<file path="config.mk">
export PLATFORM = sky130hd
export DESIGN_NAME = ahb_quad_out
export DESIGN_NICKNAME = d
export VERILOG_FILES = /design/src/rtl/quadout_pkg.sv /design/src/rtl/qo_addr_capture.sv /design/src/rtl/qo_reg_bank.sv /design/src/rtl/qo_read_mux.sv /design/src/rtl/ahb_quad_out.sv
export SDC_FILE = /design/constraint.sdc
export NUM_CORES = 1
export LEC_CHECK = 0
export BUFFER_PORTS_ARGS = -buffer_cell sky130_fd_sc_hd__buf_2
export CORE_ASPECT_RATIO = 1.1
export CORE_MARGIN = 5
export CORE_UTILIZATION = 40
export DETAILED_ROUTE_END_ITERATION = 10
export GPL_ROUTABILITY_DRIVEN = 0
export PLACE_DENSITY = 0.69
export SLEW_MARGIN = 10
export SYNTH_ARGS = -nofsm -noshare
export SYNTH_HDL_FRONTEND = slang
export SYNTH_SLANG_ARGS = --single-unit
</file>
<file path="constraint.sdc">
create_clock -name HCLK -period 3.1 [get_ports HCLK]
set_clock_uncertainty 0.2 [all_clocks]
set_input_delay 0.465 -clock HCLK [delete_from_list [all_inputs] [get_ports HCLK]]
set_output_delay 0.465 -clock HCLK [all_outputs]
set_load 0.05 [all_outputs]
</file>
<file path="src/rtl/quadout_pkg.sv">
package quadout_pkg;
   localparam int unsigned NUM_WORDS = 4;
   localparam int unsigned IDX_W     = $clog2(NUM_WORDS);

   typedef enum logic [1:0] {
      TR_IDLE   = 2'b00,
      TR_BUSY   = 2'b01,
      TR_NONSEQ = 2'b10,
      TR_SEQ    = 2'b11
   } htrans_e;

   localparam logic [2:0] SIZE_WORD = 3'b010;
endpackage

</file>
<file path="src/rtl/qo_addr_capture.sv">
module qo_addr_capture
   import quadout_pkg::*;
#(
   parameter int unsigned ADDR_W = 32
) (
   input  logic              clk,
   input  logic              rst_n,
   input  logic              hsel,
   input  logic [ADDR_W-1:0] haddr,
   input  logic [1:0]        htrans,
   input  logic              hwrite,
   input  logic [2:0]        hsize,
   input  logic              hready,
   output logic              wr_pend,
   output logic [IDX_W-1:0]  idx
);
   localparam int unsigned IDX_LSB = 2;
   localparam int unsigned IDX_MSB = IDX_LSB + IDX_W - 1;

   if (ADDR_W <= IDX_MSB + 1) begin : g_bad_addr
      $error("ADDR_W too small for word index");
   end

   logic xfer;
   assign xfer = hsel & hready & htrans[1];

   logic unused_addr;
   assign unused_addr = ^{haddr[ADDR_W-1:IDX_MSB+1], haddr[IDX_LSB-1:0], htrans[0]};

   always_ff @(posedge clk or negedge rst_n) begin
      if (!rst_n) begin
         wr_pend <= 1'b0;
         idx     <= '0;
      end else if (hready) begin
         wr_pend <= xfer & hwrite & (hsize == SIZE_WORD);
         if (xfer) idx <= haddr[IDX_MSB:IDX_LSB];
      end
   end

   p_capture_r3: assert property (@(posedge clk) disable iff (!rst_n)
      (hsel && hready && htrans[1] && hwrite && hsize == SIZE_WORD)
      |=> (wr_pend && idx == $past(haddr[IDX_MSB:IDX_LSB])));

   p_no_capture_r6: assert property (@(posedge clk) disable iff (!rst_n)
      (hready && !(hsel && htrans[1])) |=> !wr_pend);

   p_size_r7: assert property (@(posedge clk) disable iff (!rst_n)
      (hready && hsize != SIZE_WORD) |=> !wr_pend);
endmodule

</file>
<file path="src/rtl/qo_reg_bank.sv">
module qo_reg_bank
   import quadout_pkg::*;
#(
   parameter int unsigned DATA_W = 32
) (
   input  logic                              clk,
   input  logic                              rst_n,
   input  logic                              wr_pend,
   input  logic                              hready,
   input  logic [IDX_W-1:0]                  idx,
   input  logic [DATA_W-1:0]                 wdata,
   output logic [NUM_WORDS-1:0][DATA_W-1:0]  q
);
   if (DATA_W < 8) begin : g_bad_width
      $error("DATA_W must be at least 8");
   end

   logic [NUM_WORDS-1:0] wr_sel;

   for (genvar g = 0; g < NUM_WORDS; g++) begin : g_word
      assign wr_sel[g] = wr_pend & hready & (idx == IDX_W'(g));

      always_ff @(posedge clk or negedge rst_n) begin
         if (!rst_n)         q[g] <= '0;
         else if (wr_sel[g]) q[g] <= wdata;
      end

      p_write_r3: assert property (@(posedge clk) disable iff (!rst_n)
         wr_sel[g] |=> q[g] == $past(wdata));
   end

   p_hold_r6: assert property (@(posedge clk) disable iff (!rst_n)
      !(wr_pend && hready) |=> $stable(q));
endmodule

</file>
<file path="src/rtl/qo_read_mux.sv">
module qo_read_mux
   import quadout_pkg::*;
#(
   parameter int unsigned DATA_W = 32,
   parameter bit          AND_OR = 1'b1
) (
   input  logic [NUM_WORDS-1:0][DATA_W-1:0] q,
   input  logic [IDX_W-1:0]                 idx,
   output logic [DATA_W-1:0]                rdata
);
   if (AND_OR) begin : g_andor
      logic [NUM_WORDS-1:0][DATA_W-1:0] masked;
      for (genvar g = 0; g < NUM_WORDS; g++) begin : g_mask
         assign masked[g] = q[g] & {DATA_W{idx == IDX_W'(g)}};
      end
      always_comb begin
         rdata = '0;
         for (int i = 0; i < NUM_WORDS; i++) rdata = rdata | masked[i];
      end
   end else begin : g_index
      assign rdata = q[idx];
   end
endmodule

</file>
<file path="src/rtl/ahb_quad_out.sv">
module ahb_quad_out
   import quadout_pkg::*;
#(
   parameter int unsigned ADDR_W    = 32,
   parameter int unsigned DATA_W    = 32,
   parameter bit          MUX_ANDOR = 1'b1
) (
   input  logic              HCLK,
   input  logic              HRESETn,
   input  logic              HSEL,
   input  logic [ADDR_W-1:0] HADDR,
   input  logic [1:0]        HTRANS,
   input  logic              HWRITE,
   input  logic [2:0]        HSIZE,
   input  logic              HREADY,
   input  logic [DATA_W-1:0] HWDATA,
   output logic [DATA_W-1:0] HRDATA,
   output logic              HREADYOUT,
   output logic              HRESP,
   output logic [DATA_W-1:0] drive_0,
   output logic [DATA_W-1:0] drive_1,
   output logic [DATA_W-1:0] drive_2,
   output logic [DATA_W-1:0] drive_3
);
   logic                             wr_pend;
   logic [IDX_W-1:0]                 idx;
   logic [NUM_WORDS-1:0][DATA_W-1:0] words;

   qo_addr_capture #(.ADDR_W(ADDR_W)) u_cap (
      .clk(HCLK), .rst_n(HRESETn), .hsel(HSEL), .haddr(HADDR),
      .htrans(HTRANS), .hwrite(HWRITE), .hsize(HSIZE), .hready(HREADY),
      .wr_pend(wr_pend), .idx(idx)
   );

   qo_reg_bank #(.DATA_W(DATA_W)) u_bank (
      .clk(HCLK), .rst_n(HRESETn), .wr_pend(wr_pend), .hready(HREADY),
      .idx(idx), .wdata(HWDATA), .q(words)
   );

   qo_read_mux #(.DATA_W(DATA_W), .AND_OR(MUX_ANDOR)) u_mux (
      .q(words), .idx(idx), .rdata(HRDATA)
   );

   assign HREADYOUT = 1'b1;
   assign HRESP     = 1'b0;
   assign drive_0   = words[0];
   assign drive_1   = words[1];
   assign drive_2   = words[2];
   assign drive_3   = words[3];
endmodule

</file>
# == Yosys cells after proc, flatten, opt, wreduce, memory -nomap -nowiden ==
# Cells that the tools add are included.
# word_totals
reg_bits,131
inputBits,74
out_inout_bits,162
# classes
n_eq_ne,4
n_bitwise,16
n_reduce_logical,2
# op_table
op,n
32-bit bitwise AND,4
32-bit OR,3
1-bit bitwise AND,9
"2-bit equality test, second input constant",2
"3-bit by 2-bit equality test with 1-bit output, second input constant",1
"2-bit by 1-bit equality test with 1-bit output, second input constant",1
2-bit zero test,1
2-bit AND reduction,1

# == Logic depth before layout (Yosys ltp) ==
# Gate-level depths: netlist of run 1.
# depth
ltp_word,5
mapped_depth,5
mapped_depth_nobuf,2

# == By module ==
# From an unflattened synthesis of run 1, not the netlist that was laid out.
# hier_totals
hier_cells,326
area_unflattened_um2,5734.2
# modules_own_cells
mod,area_each_um2,n_inst,cells_per_inst
qo_reg_bank,4764.6,1,273
qo_read_mux,818.3,1,40
qo_addr_capture,128.9,1,9
ahb_quad_out,22.5,1,4

# == Least setup slack after synthesis of run 1 ==
# Ideal clock, no wire load.
# synth_timing
path_type,flip-flop to output port
startpoint,register u_cap.idx[0]
endpoint,output HRDATA[10]
setup_slack_ps,997
arrival_time_ps,1438
stages_incl_launch_ff,4
path_buffers,2
path_cell_list,dfrtp_1 buf_6 buf_2 mux4_2
# synth_via
elab_chain_len,5
word_cells_on_any_way,11
classes_between,3 x eq/ne; 7 x bitwise; 1 x reduce/logical
# synth_lines
element,line_no,rtl
"start, declared",qo_addr_capture.sv:15,output logic [IDX_W-1:0] idx
"start signal, assigned",qo_addr_capture.sv:36,if (xfer) idx <= haddr[IDX_MSB:IDX_LSB];
2-bit by 1-bit equality test with 1-bit output / 2-bit zero test (equally long branches),qo_read_mux.sv:14,assign masked[g] = q[g] & {DATA_W{idx == IDX_W'(g)}};
32-bit bitwise AND,qo_read_mux.sv:14,
32-bit OR (2 in series),qo_read_mux.sv:18,for (int i = 0; i < NUM_WORDS; i++) rdata = rdata | masked[i];
32-bit OR *,qo_read_mux.sv:18,
"end, declared",ahb_quad_out.sv:17,"output logic [DATA_W-1:0] HRDATA,"
# Mark *: on every way between the ends. The rest lies on a longest branch, timed or not.

# == Worst setup path after layout of run 1 ==
# layout_timing
startpoint,register u_cap.idx[0]
endpoint,output HRDATA[12]
# Same word-level chain as after synthesis.

==> metrics, run 1 <==
status=finished, final reports clean; CTS sink cnt=131; clk_lat worst skew=0.40 ns; Post-CTS Setup Repair Bufs=0; Max-Cap Viols=0; vias=around 3800; Max clock buf depth=2; Max VDD drop=360 uV; startpoint types=flip-flop; Seq cells post-synth=131; Final TNS setup=0 ns; largest net degree at the start of global routing=62; Max Freq=0.346 GHz; final setup fails=0; total grt overflow=0; cell count after synthesis=326; endpoint class of the critical path=output pin; fin util=52.9%; layout overhead on the synthesized area=30.5%; Ports=236; final layout net count=610; net count after synthesis=400; unrepaired setup endpoints after global routing=no; drt first pass iters=4; Synth top area share=56.4%; Worst Path Arrival=2.23 ns; min cycle time layout=2.89 ns; WP data required=2.43 ns; CTS tree=done; Hold Crit Class=in -> reg; DRT antenna net count=0; library cells used by synthesis=17; # DRC=0; LEAKAGE=4.15 nW; max_slew headroom=roughly 35%; Yosys Warn Count=0; asr flop ratio synth=between 90% and 100%; post-DP HPWL=10.2 mm; Initial Utilization=40.5%; most used flip-flop cell after synthesis=dfrtp_1; Worst-Margin Slew=0.968 ns; final hold violation count=0; Tcrit/Tclk final=93.3%; vias in the first global route=4291; CP cell instances=buf_12 > mux4_2 > buf_2; initial DRC count=~160; Tot GR Track Use=17.2%; hold slack=0.0920 ns; Placed Area=7020 um2; H-tree depth=4; Die Y=136 um; first-pass GRT wire length=between 20 and 25 mm; post-route cell area=7580 um2; Avg Cell Area, Syn=17.8 um2; Vias/cell=5.09; initial antenna violation count=0; Post-CTS Resized=0; DIE WIDTH=roughly 120 um; Worst-path clk slew=approximately 0.050 ns; sequential area share after synthesis=56.4%; CP max stage delay=between 0.7 and 0.8 ns; CTS Hold Bufs=1; Synth area leaders=dfrtp_1 (56%), mux2_2 (18%), mux4_2 (12%); CP Max Fanout=21; Port Buffers=202; Slew Viols, Final=0; CTS Root Cell=clkbuf_16; # rows=46; Post-synth top cells=dfrtp_1 (131), mux2_2 (94), mux4_2 (32); core area=14300 um2; DIE AREA=approximately 17000 um2; Post-synth EDFFs=0; antenna diode count=0; Worst Path Class, Setup=reg -> out; Pwr Density=739 nW/um2; cell area after synthesis=5810 um2; leading area contributor after synthesis=dfrtp_1; routed length per placed instance=19.5 um; clock buffer count from CTS=17; layout cells sized above 1=between 70% and 80%; final wirelength=14.4 mm; Crit-path slowest cell=dfrtp_2; most common cell in the netlist=dfrtp_1
stage by stage:
stage                     power [mW]  cells  setup slack, ns
final                           5.60    737            0.206
after global routing            5.82    737           0.0445
after CTS                       5.67    737            0.103
after detailed placement        3.77    708            0.554
after global placement          3.73    708            0.614
after floorplan                 3.35    326            0.997
critical path: cells and delay by family (launching register included):
| family | cells | cell delay [ns] |
|---|---|---|
| flops | 1 | 0.77 |
| mux | 1 | 0.53 |
| buf+inv | 2 | 0.52 |
worst paths after layout:
| path | cells after the start | endpoint | slack (ns) | startpoint |
|---|---|---|---|---|
| max | 3 | HRDATA[12] | 0.21 | u_cap.idx[0] |
| min in group asynchronous | 2 | u_bank.q[97] | 0.43 | HRESETn |
| min | 2 | u_cap.idx[0] | 0.09 | HADDR[2] |
| max reg2reg | 3 | u_bank.q[39] | 0.80 | u_cap.idx[1] |
| min reg2reg | 1 | u_bank.q[104] | 0.32 | u_bank.q[104] |
| max in group asynchronous | 3 | u_bank.q[37] | 1.49 | HRESETn |
per-layer routing:
metal  part of all wire (%)  wire length (um)  up-vias  GRT usage [%]
li1                       -                 -     1633              -
met1                     40              5760     1969           20.2
met2                     52              7420      129           29.5
met3                    6.7               966       19           5.85
met4                    1.8               257        0           6.75
met5                      0                 0        -              0
registers in the layout, indices dropped and copies added (netlist names):
name and flops:
u_bank.q 128, u_cap.idx 2, u_cap.wr_pend 1
cell type report:
class                      count  area, um2
clock buffer                  22        464
clock inverter                 6       82.6
fill                        1216       6750
inverter                       1       3.75
multi-input combinational    171       2380
sequential                   131       3280
tap                          192        240
timing repair buffer         214       1130
placed cells by master, fill, tap and decap left out:
| master | count |
|---|---|
| buf_2 | 201 |
| dfrtp_1 | 129 |
| mux2_2 | 94 |
| mux4_2 | 32 |
| mux2_4 | 30 |
| clkbuf_16 | 17 |
| buf_4 | 10 |
| mux2_1 | 6 |
| clkinv_2 | 3 |
| clkbuf_1 | 3 |
| nand4b_2 | 2 |
| conb_1 | 2 |
| bufinv_16 | 2 |
| clkbuf_8 | 2 |
| buf_12 | 2 |
| dfrtp_2 | 2 |
| and4bb_2 | 1 |
| nand4_1 | 1 |
| nand3_1 | 1 |
| inv_1 | 1 |
| nand4bb_1 | 1 |
| o22ai_1 | 1 |
| clkinvlp_4 | 1 |
| dlygate4sd3_1 | 1 |
kinds of logic (layout without fill, tap and decap cells):
group	Yosys count	count (layout)	share of synthesized area, %
mux	162	162	39.6
flops	131	131	56.4
buf+inv	24	243	2.65
simple gates	6	6	1.12
other cells	2	2	0.129
compound gates	1	1	0.108
power breakdown:
group          switching [mW]  leakage, nW  total [mW]  internal (mW)
clock network           0.672        0.268        1.87           1.20
registers               0.202         1.77        2.09           1.89
logic                    1.13         2.11        1.63          0.506
Note: power is estimated with default switching activity, not from simulation.
==> run 2, diff against run 1 <==
--- a/config.mk
+++ b/config.mk
@@ -11,8 +11,10 @@
 export CORE_UTILIZATION = 40
 export DETAILED_ROUTE_END_ITERATION = 10
 export GPL_ROUTABILITY_DRIVEN = 0
+export MAX_ROUTING_LAYER = met4
 export PLACE_DENSITY = 0.69
 export SLEW_MARGIN = 10
 export SYNTH_ARGS = -nofsm -noshare
 export SYNTH_HDL_FRONTEND = slang
+export SYNTH_HIERARCHICAL = 1
 export SYNTH_SLANG_ARGS = --single-unit
==> run 2 against run 1 <==
  * Worst hold slack worse by 0.025 ns
  * Critical path depth unchanged
  * Critical path type unchanged
  * Flip-flop and latch count stayed put
  * Final area fell by 0.21%
==> metrics, run 2 <==
final hold violation count=0; Max clock buf depth=2; # DRC=0; core area=around 14000 um2; Worst Path Arrival=roughly 2.1 ns; asr flop ratio synth=100%; endpoint class of the critical path=output pin; Initial Utilization=40.2%; Worst-path clk slew=approximately 0.060 ns; Synth area leaders=dfrtp_1 (57%), mux2_2 (25%), mux4_2 (12%); CP Max Fanout=14; Worst Path Class, Setup=reg -> out; CTS Hold Bufs=1; startpoint types=flip-flop; Most flops, register=u_bank/q; largest family of logic cells by synthesized area=multiplexers; DRT antenna net count=0; Synth top area share=57.2%; post-DP HPWL=10.1 mm; initial antenna violation count=1; biggest regs=u_bank/q: 128 flops, u_cap/idx: 2 flops, u_cap/wr_pend: 1 flops; Tcrit/Tclk final=90.5%; CTS tree=done; clk_lat worst skew=0.41 ns; HP Start=HADDR[3]; Post-synth top cells=dfrtp_1 (131), mux2_2 (126), mux4_2 (30); Reg area=3280 um2; status=finished, final reports clean; mux contribution to synthesized area=38.2%; unrepaired setup endpoints after global routing=no; Die Y=136 um; Final TNS setup=0 ns; worst setup margin=0.294 ns; Worst-Margin Slew=0.716 ns; layout overhead on the synthesized area=31.9%; most used flip-flop cell after synthesis=dfrtp_1; Worst R2R End=u_bank/q[39]; R2R Path Start=u_cap/idx[1]; routed length per placed instance=approximately 20 um; Avg Cell Area, Syn=17.6 um2; Tot GR Track Use=18.2%; H-tree depth=4; Post-CTS Setup Repair Bufs=0; WP data required=2.43 ns; Synth Area in Compound Gates=0.109%; Largest register FFs=128; Reg2Reg Depth=3; hold path depth=2; max_slew headroom=52.3%; final layout net count=611; filler cell count=1242; final wirelength=roughly 14 mm; xor and xnor area share after synthesis=0%; commonest cells after routing, fill and taps aside=buf_2 (201), dfrtp_1 (129), mux2_2 (126); total grt overflow=0; CTS Root Cell=clkbuf_16; WHS Endpoint=u_cap/idx[1]; layout cells sized above 1=73.4%; clock buffer count from CTS=17; leading area contributor after synthesis=dfrtp_1; min cycle time layout=2.81 ns; Seq cells post-synth=131; DIE WIDTH=124 um; most common cell after layout, fill and taps aside=buf_2; first-pass GRT wire length=between 20 and 25 mm; drt first pass iters=4; cell count after synthesis=326; vias in the first global route=4090; cell area after synthesis=5730 um2; Ports=236; sequential area share after synthesis=57.2%; Max VDD drop=383 uV; Max Freq=0.356 GHz; DIE AREA=16800 um2; area of the multi-input gates=2260 um2; Post-CTS Resized=0; Vias/cell=5.02; area share of fa/ha/maj cells after synthesis=0%; Post-synth EDFFs=0; flop-to-flop setup slack=0.83 ns; pre-CTS setup slack=a little under 0.7 ns; # rows=46; vias=3723; CTS sink cnt=roughly 130; largest net degree at the start of global routing=70; net count after synthesis=400; LEAKAGE=4.13 nW; Port Buffers=roughly 200; initial DRC count=186; Max-Cap Viols=0; final setup fails=0; Hold Crit Class=in -> reg; library cells used by synthesis=19; simple logic cell fraction of the synthesized area=1.00%; most common cell in the netlist=dfrtp_1; Pwr Density=about 760 nW/um2; Yosys Warn Count=6; fin util=between 50% and 60%; Slew Viols, Final=0
[run 2: cell count changes in the layout (fill, tap and decap cells not counted), moves of 2 or more]
cell | previous run | this run
mux2_2 | 94 | 126
nand4b_2 | 2 | 0
mux4_2 | 32 | 30
mux2_4 | 30 | 0
bufinv_16 | 2 | 4
mux4_1 | 0 | 2
nand4b_1 | 0 | 2
mux2_1 | 6 | 4
[run 2: through the flow]
| stage | cells | cell area (um2) | power [mW] | hold slack (ns) |
|---|---|---|---|---|
| after floorplan | 326 | 5730 | 3.34 | -0.0306 |
| after global placement | 709 | 6930 | 3.70 | 0.289 |
| after detailed placement | 709 | 6930 | 3.73 | 0.309 |
| after CTS | 741 | 7560 | 5.84 | 0.0483 |
| after global routing | 742 | 7560 | 6.01 | 0.0513 |
| final | 742 | 7560 | 5.78 | 0.0668 |
[run 2: worst max-delay path by stage]
stage | end | cells past startpoint | slack (ns) | start
6_report | HRDATA[14] | 3 | 0.29 | u_cap/idx[0]
2_1_floorplan | HRDATA[0] | 1 | 1.07 | u_bank/q[32]
3_5_place_dp | HRDATA[14] | 3 | 0.68 | u_cap/idx[0]
4_1_cts | HRDATA[14] | 3 | 0.22 | u_cap/idx[0]
3_3_place_gp | HRDATA[14] | 3 | 0.69 | u_cap/idx[0]
5_1_grt | HRDATA[14] | 3 | 0.17 | u_cap/idx[0]
[run 2: area by class of cell]
type                    count  share of cell area [%]
clock buffers              21                    6.09
multi-input cells         171                    29.9
flip-flops and latches    131                    43.4
well taps                 192                    3.18
clock inverters            10                    2.07
repair buffers            215                    15.3
inverters                   1                  0.0496
diodes                      1                  0.0331
[run 2: where the power goes]
group          switching, mW  leakage (nW)  total (mW)  internal (mW)
clock network          0.713         0.303        2.09           1.38
registers              0.180          1.77        2.07           1.89
logic                   1.14          2.05        1.62          0.475
total                   2.04          4.13        5.78           3.74
[run 2: worst max-delay path, stage by stage (launching register included)]
cell     delay (ns)
dfrtp_2        0.64
buf_4          0.33
mux4_2         0.53
buf_2          0.23
[run 2: cells by family (layout without fill, tap and decap cells)]
logic type / Yosys count / count (layout)
AO/OA/AOI/OAI: 1 / 1
buffers and inverters: 24 / 247
flip-flops: 131 / 131
multiplexers: 162 / 162
other: 2 / 3
AND/OR/NAND/NOR: 6 / 6
[run 2: per-layer routing]
metal	part of all wire, %	global-route usage [%]	vias up
met1	44	23.5	1922
met3	6.3	5.60	11
met4	0.85	5.30	0
li1	-	-	1655
met5	0	-	-
met2	49	27.8	135
==> run 3, diff against run 2 <==
--- a/config.mk
+++ b/config.mk
@@ -5,6 +5,7 @@
 export SDC_FILE = /design/constraint.sdc
 export NUM_CORES = 1
 export LEC_CHECK = 0
+export ABC_AREA = 1
 export BUFFER_PORTS_ARGS = -buffer_cell sky130_fd_sc_hd__buf_2
 export CORE_ASPECT_RATIO = 1.1
 export CORE_MARGIN = 5
@@ -12,7 +13,7 @@
 export DETAILED_ROUTE_END_ITERATION = 10
 export GPL_ROUTABILITY_DRIVEN = 0
 export MAX_ROUTING_LAYER = met4
-export PLACE_DENSITY = 0.69
+export PLACE_DENSITY = 0.68
 export SLEW_MARGIN = 10
 export SYNTH_ARGS = -nofsm -noshare
 export SYNTH_HDL_FRONTEND = slang
==> run 3 against run 2 <==
  * Clock power fell by 2%
  * Clock-buffer cell count up 5
  * Worst setup slack improved by 0.0075 ns
  * Critical path depth increased by 4
  * Sequential power fell by 5%
  * Fmax rose by 0.27%
  * Via count increased by 75%
  * Largest cell class unchanged
  * Largest power group unchanged
==> metrics, run 3 <==
Slew Viols, Final=0; Worst R2R End=u_bank/q[112]; Top Family by Delay on Critical Path=buffers and inverters; Worst-Margin Slew=around 0.52 ns; filler cell count=between 1500 and 2000; cell area after synthesis=around 6500 um2; Vias/cell=~5.0; max_slew headroom=64.9%; # DRC=0; Most flops, register=u_bank/q; worst setup margin=just over 0.3 ns; fin util=51.3%; Tot GR Track Use=23.1%; LEAKAGE=5.23 nW; Max-Cap Viols=0; library cells used by synthesis=12; endpoint class of the critical path=output pin; Die Y=roughly 140 um; cell count after synthesis=898; vias=6523; HP Start=HADDR[2]; CTS Root Cell=clkbuf_16; Initial Utilization=about two fifths; core area=16200 um2; layout overhead on the synthesized area=27.3%; CP Max Fanout=32; Seq cells post-synth=131; Avg Cell Area, Syn=between 7 and 8 um2; routed length per placed instance=16.5 um; Post-synth EDFFs=0; DIE AREA=19000 um2; Max clock buf depth=2; status=finished, final reports clean; clock buffer count from CTS=17; vias in the first global route=5940; most used cell, CP=nand2_1; biggest regs=u_bank/q: 128 flops, u_cap/idx: 2 flops, u_cap/wr_pend: 1 flops; Placed Area=7720 um2; unrepaired setup endpoints after global routing=no; Synth top area share=50.1%; Worst-path clk slew=0.06 ns; hold path depth=3; asr flop ratio synth=100%; post-route cell area=between 8000 and 9000 um2; final setup fails=0; Yosys Warn Count=6; final layout net count=1161; worst path bufs/invs=3; Worst Path Class, Setup=reg -> out; initial antenna violation count=0; Post-synth top cells=nand2_1 (433), nand3_1 (192), dfrtp_1 (131); total grt overflow=0; H-tree depth=4; Tcrit/Tclk final=90.3%; Synth area leaders=dfrtp_1 (50%), nand2_1 (25%), nand3_1 (15%); final wirelength=21.5 mm; CP cell instances=nor2_4 > buf_4 > nand2_1 > nand2_1 > inv_1 > nand2_1 > buf_2; most common cell in the netlist=nand2_1; # rows=49; CTS tree=done; first-pass GRT wire length=33.6 mm; pre-CTS setup slack=approximately 0.73 ns; final hold violation count=0; Port Buffers=between 200 and 250; most common cell after layout, fill and taps aside=nand2_1; layout cells sized above 1=24.3%; most used flip-flop cell after synthesis=dfrtp_1; startpoint types=flip-flop; R2R Path Start=u_cap/idx[1]; net count after synthesis=972; initial DRC count=~600; Worst Path Arrival=2.13 ns; Pwr Density=648 nW/um2; Max VDD drop=between 300 and 400 uV; DIE WIDTH=132 um; clk_lat worst skew=0.42 ns; Post-CTS Resized=0; min cycle time layout=2.80 ns; largest net degree at the start of global routing=66; Reg2Reg Depth=6; Ports=roughly 240; Crit-path slowest cell=dfrtp_2; CP max stage delay=0.59 ns; WP data required=2.43 ns; drt first pass iters=5; CTS sink cnt=around 130; post-DP HPWL=between 10 and 15 mm; Hold Crit Class=in -> reg; Max Freq=0.357 GHz; flop-to-flop setup slack=0.85 ns; commonest cells after routing, fill and taps aside=nand2_1 (433), buf_2 (201), nand3_1 (192); sequential area share after synthesis=about half; DRT antenna net count=0; antenna diode count=0; leading area contributor after synthesis=dfrtp_1; hold slack=between 0.04 and 0.05 ns; WHS Endpoint=u_cap/idx[0]; Largest register FFs=128; Final TNS setup=0 ns
[run 3: cell count changes after synthesis, sizes merged, moves of 2 or more]
cell,change
inv,+73
mux2,-130
nand4b,-2
nand2,+433
buf,+34
clkbuf,+2
nand3,+192
mux4,-32
nor2,+6
[run 3: metal layers]
layer,up-vias,routed length [um],track usage [%]
li1,3164,-,-
met4,0,435,7.47
met1,3047,9220,30.0
met2,278,10200,36.3
met5,-,0,-
met3,34,1670,5.05
[run 3: layout make-up]
cell class | count | area (um2) | share of cell area (%)
Clock buffer | 26 | 509 | 6.11
Clock inverter | 4 | 95.1 | 1.14
Inverter | 74 | 278 | 3.33
Multi-Input combinational cell | 634 | 2670 | 32.0
Sequential cell | 131 | 3280 | 39.4
Tap cell | 204 | 255 | 3.06
Timing Repair Buffer | 229 | 1250 | 15.0
[run 3: how the worst max path moves through the flow]
stage / from / endpoint / slack [ns] / depth (start not counted)
after floorplan: u_cap/idx[0] / HRDATA[10] / 1.06 / 6
after global placement: u_cap/idx[1] / HRDATA[2] / 0.74 / 7
after detailed placement: u_cap/idx[1] / HRDATA[2] / 0.73 / 7
after CTS: u_cap/idx[1] / HRDATA[2] / 0.27 / 7
after global routing: u_cap/idx[1] / HRDATA[12] / 0.17 / 7
final: u_cap/idx[1] / HRDATA[26] / 0.30 / 7
[run 3: metrics by stage]
stage	cells	power [mW]
after global placement	1271	3.37
after floorplan	898	2.95
after CTS	1302	5.44
final	1302	5.40
after global routing	1302	5.63
after detailed placement	1271	3.38
[run 3: worst min-delay path, delay by kind of cell]
family        cells  cell delay (ns)
simple gates      2             0.08
buf+inv           1             0.08
[run 3: repair_timing]
action                                 in CTS  in global routing
setup endpoints to repair                   0                  0
endpoints found under the hold margin      47                  0
hold buffers                                1                  0
buffers inserted                            0                  0
[run 3: cell families after synthesis]
| logic type | count (synthesis) | share of synthesized area [%] |
|---|---|---|
| other cells | 2 | 0.115 |
| buf+inv | 133 | 9.41 |
| flops | 131 | 50.1 |
| simple gates | 632 | 40.4 |
[run 3: where the power goes]
group / switching [mW] / internal [mW] / total, mW
Combinational: 1.12 / 0.274 / 1.39
Sequential: 0.124 / 1.83 / 1.96
Clock: 0.687 / 1.36 / 2.05
Total: 1.93 / 3.47 / 5.40
